[src/rtl/gart_pkg.sv]
package gart_pkg;
  localparam logic [7:0] REG_BASE = 8'h10;
  localparam logic [7:0] REG_CTRL = 8'hB0;
  localparam logic [7:0] REG_SIZE = 8'hB4;
  localparam logic [7:0] REG_DIR  = 8'hB8;
  localparam int CTRL_FLUSH_BIT = 7;
  localparam int DIR_PRESENT_BIT = 8;

  typedef enum logic {ST_IDLE, ST_WALK} walk_st_t;

  // aperture page count for a size code; unknown codes open no pages
  function automatic logic [16:0] size_to_pages(input logic [7:0] code);
    case (code)
      8'd0:    return 17'd65536;
      8'd32:   return 17'd32768;
      8'd48:   return 17'd16384;
      8'd56:   return 17'd8192;
      default: return 17'd0;
    endcase
  endfunction
endpackage

[src/rtl/gart_dir.sv]
module gart_dir
  import gart_pkg::*;
#(
  parameter int DIR_N = 64,
  parameter int PG_W  = 20,
  localparam int IX_W = $clog2(DIR_N)
) (
  input  logic            clk,
  input  logic            rst_n,
  input  logic            wr_en,
  input  logic [31:0]     wr_data,
  input  logic            hold,
  input  logic [IX_W-1:0] rd_idx,
  output logic            rd_present,
  output logic [PG_W-1:0] rd_page,
  output logic            inv0_en,
  output logic [IX_W-1:0] inv0_idx,
  output logic            inv1_en,
  output logic [IX_W-1:0] inv1_idx
);
  logic [IX_W-1:0] w_idx;
  logic            w_pr;
  logic [PG_W-1:0] w_pg;
  logic            pend_v_q, pend_v_n;
  logic [IX_W-1:0] pend_idx_q;
  logic            pend_pr_q;
  logic [PG_W-1:0] pend_pg_q;
  logic            pend_load, pend_apply, new_apply;

  logic            pr_q [DIR_N];
  logic [PG_W-1:0] pg_q [DIR_N];

  assign w_idx = wr_data[IX_W-1:0];
  assign w_pr  = wr_data[DIR_PRESENT_BIT];
  assign w_pg  = wr_data[31 -: PG_W];

  assign pend_load  = wr_en && hold;
  assign pend_apply = pend_v_q && !hold;
  assign new_apply  = wr_en && !hold;

  always_comb begin
    pend_v_n = pend_v_q;
    if (pend_load)       pend_v_n = 1'b1;
    else if (pend_apply) pend_v_n = 1'b0;
  end

  always_ff @(posedge clk or negedge rst_n) begin
    if (!rst_n) begin
      pend_v_q   <= 1'b0;
      pend_idx_q <= '0;
      pend_pr_q  <= 1'b0;
      pend_pg_q  <= '0;
    end else begin
      pend_v_q <= pend_v_n;
      if (pend_load) begin
        pend_idx_q <= w_idx;
        pend_pr_q  <= w_pr;
        pend_pg_q  <= w_pg;
      end
    end
  end

  for (genvar g = 0; g < DIR_N; g++) begin : g_ent
    logic sel_new, sel_pend;
    assign sel_new  = new_apply && (w_idx == IX_W'(g));
    assign sel_pend = pend_apply && (pend_idx_q == IX_W'(g));
    always_ff @(posedge clk or negedge rst_n) begin
      if (!rst_n) begin
        pr_q[g] <= 1'b0;
        pg_q[g] <= '0;
      end else if (sel_new) begin
        pr_q[g] <= w_pr;
        pg_q[g] <= w_pg;
      end else if (sel_pend) begin
        pr_q[g] <= pend_pr_q;
        pg_q[g] <= pend_pg_q;
      end
    end
  end

  assign rd_present = pr_q[rd_idx];
  assign rd_page    = pg_q[rd_idx];
  assign inv0_en    = pend_apply;
  assign inv0_idx   = pend_idx_q;
  assign inv1_en    = new_apply;
  assign inv1_idx   = w_idx;
endmodule

[src/rtl/gart_tcache.sv]
module gart_tcache #(
  parameter int N     = 4,
  parameter int TAG_W = 20,
  parameter int PG_W  = 20,
  parameter int L2_W  = 10,
  parameter int IX_W  = 6,
  localparam int RR_W = (N > 1) ? $clog2(N) : 1
) (
  input  logic             clk,
  input  logic             rst_n,
  input  logic [TAG_W-1:0] lk_tag,
  output logic             lk_hit,
  output logic [PG_W-1:0]  lk_page,
  input  logic             fill_en,
  input  logic [TAG_W-1:0] fill_tag,
  input  logic [PG_W-1:0]  fill_page,
  input  logic             flush,
  input  logic             inv0_en,
  input  logic [IX_W-1:0]  inv0_idx,
  input  logic             inv1_en,
  input  logic [IX_W-1:0]  inv1_idx
);
  logic [RR_W-1:0] rr_q;
  logic [N-1:0]    match;
  logic [PG_W-1:0] pg_sel [N];

  for (genvar g = 0; g < N; g++) begin : g_slot
    logic             v_q, v_n;
    logic [TAG_W-1:0] t_q, t_n;
    logic [PG_W-1:0]  p_q, p_n;
    logic             load;

    assign load = fill_en && (rr_q == RR_W'(g));

    always_comb begin
      v_n = v_q;
      t_n = t_q;
      p_n = p_q;
      if (load) begin
        v_n = 1'b1;
        t_n = fill_tag;
        p_n = fill_page;
      end
      // invalidation is applied after a refill in the same cycle
      if (flush) v_n = 1'b0;
      if (inv0_en && t_n[L2_W +: IX_W] == inv0_idx) v_n = 1'b0;
      if (inv1_en && t_n[L2_W +: IX_W] == inv1_idx) v_n = 1'b0;
    end

    always_ff @(posedge clk or negedge rst_n) begin
      if (!rst_n) begin
        v_q <= 1'b0;
        t_q <= '0;
        p_q <= '0;
      end else begin
        v_q <= v_n;
        t_q <= t_n;
        p_q <= p_n;
      end
    end

    assign match[g]  = v_q && (t_q == lk_tag);
    assign pg_sel[g] = match[g] ? p_q : '0;
  end

  always_comb begin
    lk_page = '0;
    for (int i = 0; i < N; i++) lk_page = lk_page | pg_sel[i];
  end
  assign lk_hit = |match;

  always_ff @(posedge clk or negedge rst_n) begin
    if (!rst_n)       rr_q <= '0;
    else if (fill_en) rr_q <= (rr_q == RR_W'(N - 1)) ? '0 : rr_q + 1'b1;
  end
endmodule

[src/rtl/gart_xlate.sv]
module gart_xlate
  import gart_pkg::*;
#(
  parameter int DIR_N = 64,
  parameter int L2_W  = 10,
  parameter int TC_N  = 4
) (
  input  logic        clk,
  input  logic        rst_n,
  input  logic        cfg_we,
  input  logic [7:0]  cfg_addr,
  input  logic [31:0] cfg_wdata,
  input  logic        xl_start,
  input  logic [31:0] xl_addr,
  output logic        xl_busy,
  output logic        xl_done,
  output logic        xl_fault,
  output logic        xl_hit,
  output logic [31:0] xl_paddr,
  output logic        mem_rd,
  output logic [31:0] mem_addr,
  input  logic        mem_ack,
  input  logic [31:0] mem_rdata
);
  localparam int PG_W   = 20;
  localparam int PIDX_W = PG_W;
  localparam int DX_W   = PIDX_W - L2_W;
  localparam int IX_W   = $clog2(DIR_N);

  logic [DX_W-1:0]   base_q;
  logic [7:0]        size_q;
  logic              ctl7_q;
  logic              base_we, size_we, ctl_we, dir_we, flush;

  walk_st_t          st_q, st_n;
  logic [PIDX_W-1:0] pidx_q, pidx_n;
  logic [11:0]       off_q, off_n;
  logic [31:0]       maddr_q, maddr_n;
  logic              done_q, done_n, fault_q, fault_n, hit_q, hit_n;
  logic [31:0]       pa_q, pa_n;

  logic [DX_W-1:0]   dix;
  logic [PIDX_W-1:0] pidx;
  logic              in_rng, accept, hold, walk_end, fill_en;
  logic              dir_pr, tc_hit;
  logic [PG_W-1:0]   dir_pg, tc_pg;
  logic              inv0_en, inv1_en;
  logic [IX_W-1:0]   inv0_idx, inv1_idx;

  assign base_we = cfg_we && (cfg_addr == REG_BASE);
  assign size_we = cfg_we && (cfg_addr == REG_SIZE);
  assign ctl_we  = cfg_we && (cfg_addr == REG_CTRL);
  assign dir_we  = cfg_we && (cfg_addr == REG_DIR);
  assign flush   = ctl_we && cfg_wdata[CTRL_FLUSH_BIT] && !ctl7_q;

  always_ff @(posedge clk or negedge rst_n) begin
    if (!rst_n) begin
      base_q <= '0;
      size_q <= '0;
      ctl7_q <= 1'b1;
    end else begin
      if (base_we) base_q <= cfg_wdata[31 -: DX_W];
      if (size_we) size_q <= cfg_wdata[7:0];
      if (ctl_we)  ctl7_q <= cfg_wdata[CTRL_FLUSH_BIT];
    end
  end

  assign dix      = xl_addr[31 -: DX_W] - base_q;
  assign pidx     = {dix, xl_addr[12 +: L2_W]};
  assign in_rng   = pidx < PIDX_W'(size_to_pages(size_q));
  assign accept   = xl_start && (st_q == ST_IDLE);
  assign hold     = (st_q == ST_WALK) && !mem_ack;
  assign walk_end = (st_q == ST_WALK) && mem_ack;
  assign fill_en  = walk_end && mem_rdata[0];

  gart_dir #(.DIR_N(DIR_N), .PG_W(PG_W)) u_dir (
    .clk(clk), .rst_n(rst_n), .wr_en(dir_we), .wr_data(cfg_wdata), .hold(hold),
    .rd_idx(dix[IX_W-1:0]), .rd_present(dir_pr), .rd_page(dir_pg),
    .inv0_en(inv0_en), .inv0_idx(inv0_idx), .inv1_en(inv1_en), .inv1_idx(inv1_idx)
  );

  gart_tcache #(.N(TC_N), .TAG_W(PIDX_W), .PG_W(PG_W), .L2_W(L2_W), .IX_W(IX_W)) u_tc (
    .clk(clk), .rst_n(rst_n), .lk_tag(pidx), .lk_hit(tc_hit), .lk_page(tc_pg),
    .fill_en(fill_en), .fill_tag(pidx_q), .fill_page(mem_rdata[31 -: PG_W]),
    .flush(flush), .inv0_en(inv0_en), .inv0_idx(inv0_idx),
    .inv1_en(inv1_en), .inv1_idx(inv1_idx)
  );

  always_comb begin
    st_n    = st_q;
    pidx_n  = pidx_q;
    off_n   = off_q;
    maddr_n = maddr_q;
    done_n  = 1'b0;
    fault_n = fault_q;
    hit_n   = hit_q;
    pa_n    = pa_q;
    if (accept) begin
      if (!in_rng) begin
        done_n = 1'b1; fault_n = 1'b1; hit_n = 1'b0; pa_n = '0;
      end else if (tc_hit) begin
        done_n = 1'b1; fault_n = 1'b0; hit_n = 1'b1; pa_n = {tc_pg, xl_addr[11:0]};
      end else if (!dir_pr) begin
        done_n = 1'b1; fault_n = 1'b1; hit_n = 1'b0; pa_n = '0;
      end else begin
        st_n    = ST_WALK;
        pidx_n  = pidx;
        off_n   = xl_addr[11:0];
        maddr_n = {dir_pg, pidx[L2_W-1:0], 2'b00};
      end
    end else if (walk_end) begin
      st_n   = ST_IDLE;
      done_n = 1'b1;
      hit_n  = 1'b0;
      if (mem_rdata[0]) begin
        fault_n = 1'b0; pa_n = {mem_rdata[31 -: PG_W], off_q};
      end else begin
        fault_n = 1'b1; pa_n = '0;
      end
    end
  end

  always_ff @(posedge clk or negedge rst_n) begin
    if (!rst_n) begin
      st_q    <= ST_IDLE;
      pidx_q  <= '0;
      off_q   <= '0;
      maddr_q <= '0;
      done_q  <= 1'b0;
      fault_q <= 1'b0;
      hit_q   <= 1'b0;
      pa_q    <= '0;
    end else begin
      st_q    <= st_n;
      pidx_q  <= pidx_n;
      off_q   <= off_n;
      maddr_q <= maddr_n;
      done_q  <= done_n;
      fault_q <= fault_n;
      hit_q   <= hit_n;
      pa_q    <= pa_n;
    end
  end

  assign xl_busy  = (st_q == ST_WALK);
  assign xl_done  = done_q;
  assign xl_fault = fault_q;
  assign xl_hit   = hit_q;
  assign xl_paddr = pa_q;
  assign mem_rd   = (st_q == ST_WALK);
  assign mem_addr = maddr_q;
endmodule

[config.mk]
export PLATFORM = sky130hd
export DESIGN_NAME = gart_xlate
export DESIGN_NICKNAME = d
export VERILOG_FILES = /design/src/rtl/gart_pkg.sv /design/src/rtl/gart_dir.sv /design/src/rtl/gart_tcache.sv /design/src/rtl/gart_xlate.sv
export SDC_FILE = /design/constraint.sdc
export NUM_CORES = 2
export LEC_CHECK = 0
export BUFFER_PORTS_ARGS = -buffer_cell sky130_fd_sc_hd__buf_2
export CORE_AREA = 2 2 396 398
export DETAILED_ROUTE_END_ITERATION = 10
export DIE_AREA = 0 0 398 400
export PLACE_DENSITY = 0.73
export SYNTH_ARGS = -nofsm -noshare
export SYNTH_HDL_FRONTEND = slang
export SYNTH_SLANG_ARGS = --single-unit
[constraint.sdc]
create_clock -name clk -period 5.1 [get_ports clk]
set_clock_uncertainty 0.05 [all_clocks]
set_input_delay 0.255 -clock clk [delete_from_list [all_inputs] [get_ports clk]]
set_output_delay 0.255 -clock clk [all_outputs]
set_load 0.1 [all_outputs]
==> flow_metrics.tcl <==
set metrics [dict create \
    outcome "completed" \
    dr.pass1.iters 6 \
    vdd.ir_drop.worst_mv 0.2808 \
    synth_edf_count 0 \
    path_buf_inv 3 \
    design_area_mm2 0.09655 \
    syn-cell-area_mm2 0.08789 \
    ys_seq_elements 1645 \
    cpPeakStageDelay_ps 1030 \
    row_count 145 \
    post-cts-setup-buffers 0 \
    max_freq_ghz 0.2130 \
    required_ps 5760 \
    layout_common_cells "dfrtp_1 (1,623), mux2i_1 (1,554), nor2_1 (1,378)" \
    slew_viol_final 0 \
    start_kind "flop" \
    dpl-instance-area_mm2 0.09006 \
    setup_viol_count_final 0 \
    final_common_cell "dfrtp_1" \
    nets 7950 \
    antenna_left 0 \
    setup.worst_path.end_class "flop" \
    overflow 0 \
    holdCritPathClass "input pin to asynchronous set/reset pin" \
    crit_arrival_ps 5350 \
    fin_setup_tns_ps 0 \
    clock-sinks 1645 \
    coreArea_mm2 0.1551 \
    cts_tree "yes" \
    vias 64530 \
    cp_top_family "multiplexers" \
    pwr_density_cell_mw_per_mm2 291.8 \
    io_buffers 161 \
    yosysUniqueCellTypes 70 \
    synth_cells 8094 \
    dieHeight_um 400 \
    place_hpwl_um 157200 \
    cts_buffers 173 \
    ys.warnings.count 0 \
    critical_path_class "flop to flop" \
    antenna_found_initial 22 \
    totalWireLength_um 267600 \
    grt_pass1_vias 64700 \
    post_cts_resized 0 \
    drive_gt1_share_pct 17.15 \
    slowest_stage "fa_4" \
    grt_usage_pct 33.62 \
    ctsHtreeMaxLevel 4 \
    min_period_ps 4695 \
    avgSynthCellArea_um2 10.86 \
    path_cells "ha_4 -> inv_1 -> fa_4 -> buf_12 -> mux4_2 -> mux2i_1 -> mux4_2 -> mux2i_1 -> and2_1 -> and2_4 -> buf_12 -> mux2_2" \
    die_width_um 398 \
    start_util_pct 56.66 \
    grt_setup_unrepaired "no" \
    layout-area-overhead-vs-synth_pct 9.846 \
    yosysSeqAreaShare_pct 46.84 \
    synthArstFlopShare_pct 100.0 \
    cts-root-buf "clkbuf_16" \
    clk_pin_slew_ps 60 \
    drc 0 \
    hold_violations 0 \
    clk_latency_ps 840 \
    relSlewSlack_pct 13.46 \
    crit-reg2reg-launch "base_q[0]" \
    gp_congestion 0.9193 \
    ios 178 \
    cts_buffer_depth 3 \
    r2r_setup_slack_ps 410 \
    die_area_mm2 0.1592 \
    worstPathMaxFanout 23 \
    grt_pass1_wl_um 404900 \
    worst_pin_slew_ps 1298 \
    reg2reg_to "mem_addr[18]" \
    wl_per_cell_um 26.69 \
    synth_flop_cell "dfrtp_1" \
    min_period_over_period_pct 92.05 \
    routed_via_density 6.436 \
    power_leakage_nw 48.08 \
    reg2reg_depth 12 \
    grt_max_degree 166 \
    hold_buffers 60 \
    drt-initial-drc-count 7340 \
    drv_cap 0 \
]
==> where the power goes <==
part           internal [W]  switching, W
Sequential           0.0131     0.0000271
Clock               0.00764       0.00545
Combinational      0.000589       0.00137
Total                0.0213       0.00684
==> cell type report <==
type                    instances  area (um2)
diodes                         10       25.02
clock buffers                 258        5151
clock inverters                51       709.4
fillers                     12060       58570
inverters                      44       165.2
multi-input cells            5512       43280
flip-flops and latches       1645       41190
well taps                    2058        2575
repair buffers                448        3453
==> state kept, by name, indices dropped and copies added, names as in the netlist, 2 cells and up <==
signal           cells
size_q               8
u_tc.g_slot.v_q      4
xl_paddr            32
u_dir.inv0_idx       6
base_q              10
u_tc.g_slot.t_q     80
pidx_q              20
mem_addr            20
u_tc.rr_q            2
u_tc.g_slot.p_q     80
u_dir.pr_q          64
u_dir.pg_q        1280
u_dir.pend_pg_q     20
off_q               12
==> how the worst max path moves through the flow <==
stage / from / end / slack, ps / cells after the start
after floorplan: base_q[0] / mem_addr[21] / 880 / 16
after global placement: xl_addr[22] / mem_addr[12] / 500 / 14
after detailed placement: xl_addr[22] / mem_addr[14] / 510 / 14
after CTS: base_q[0] / xl_paddr[1] / 500 / 13
after global routing: base_q[4] / mem_addr[18] / 310 / 13
final: base_q[0] / mem_addr[18] / 410 / 12
==> metal layers <==
| layer | up-vias | global-route usage [%] | wire length, um |
|---|---|---|---|
| li1 | 28020 | - | - |
| met4 | 8 | 16.48 | 13920 |
| met2 | 3357 | 52.65 | 122700 |
| met5 | - | 0 | 55 |
| met1 | 32490 | 44.60 | 104800 |
| met3 | 655 | 7.330 | 26090 |
==> per-stage QoR <==
step	power (W)	hold WS (ps)	util, %	std cells	setup WS (ps)
after global placement	0.01525	289.3	58.06	9647	502.7
after CTS	0.02826	7.451	62.23	10020	497.2
final	0.02817	11.97	62.24	10030	405.3
after global routing	0.02893	54.46	62.23	10020	309.4
after floorplan	0.01448	-90.59	-	8095	885.0
after detailed placement	0.01526	285.8	58.06	9647	506.4
==> synth_stat cells, types with 5 or more instances <==
library cell  instances  area share (%)
nor2b_1              14            0.10
and3_1                6           0.043
mux2_2              226             2.9
nor4b_1               5           0.050
o21ai_0               8           0.046
buf_2                48            0.27
dfrtp_1            1644              47
xnor2_1              55            0.55
nand4_1              13           0.093
a22o_1               12            0.12
a21oi_1            1376             7.8
nor4_1               18            0.13
a21o_1                6           0.051
clkbuf_1            687             2.9
nor3_1               26            0.15
o32a_1               20            0.23
and2_1               11           0.078
o2111ai_1             5           0.050
inv_1                44            0.19
o2111a_1              6           0.077
mux2_4               18            0.31
buf_4                16            0.14
ha_1                 16            0.23
buf_1               137            0.59
a21boi_0             20            0.17
a22oi_1              40            0.34
nand2b_1             11           0.078
nand3_1              15           0.085
nor2_1             1398             6.0
xor2_1               65            0.65
buf_6                 5           0.064
mux4_2              378             9.7
nand2_1             139            0.59
mux2i_1            1554              18
==> cells by family (layout without fill, tap and decap cells) <==
group / after synthesis / in the layout / synth area share, %
fa+ha+maj: 17 / 17 / 0.2505
buf+inv: 938 / 801 / 4.198
simple gates: 1678 / 1678 / 7.586
xor+xnor: 129 / 129 / 1.409
mux: 2177 / 2177 / 30.61
compound gates: 1509 / 1509 / 9.105
flops: 1645 / 1645 / 46.84
other cells: 1 / 12 / 0.004266
Note: power is estimated with default switching activity, not from simulation.
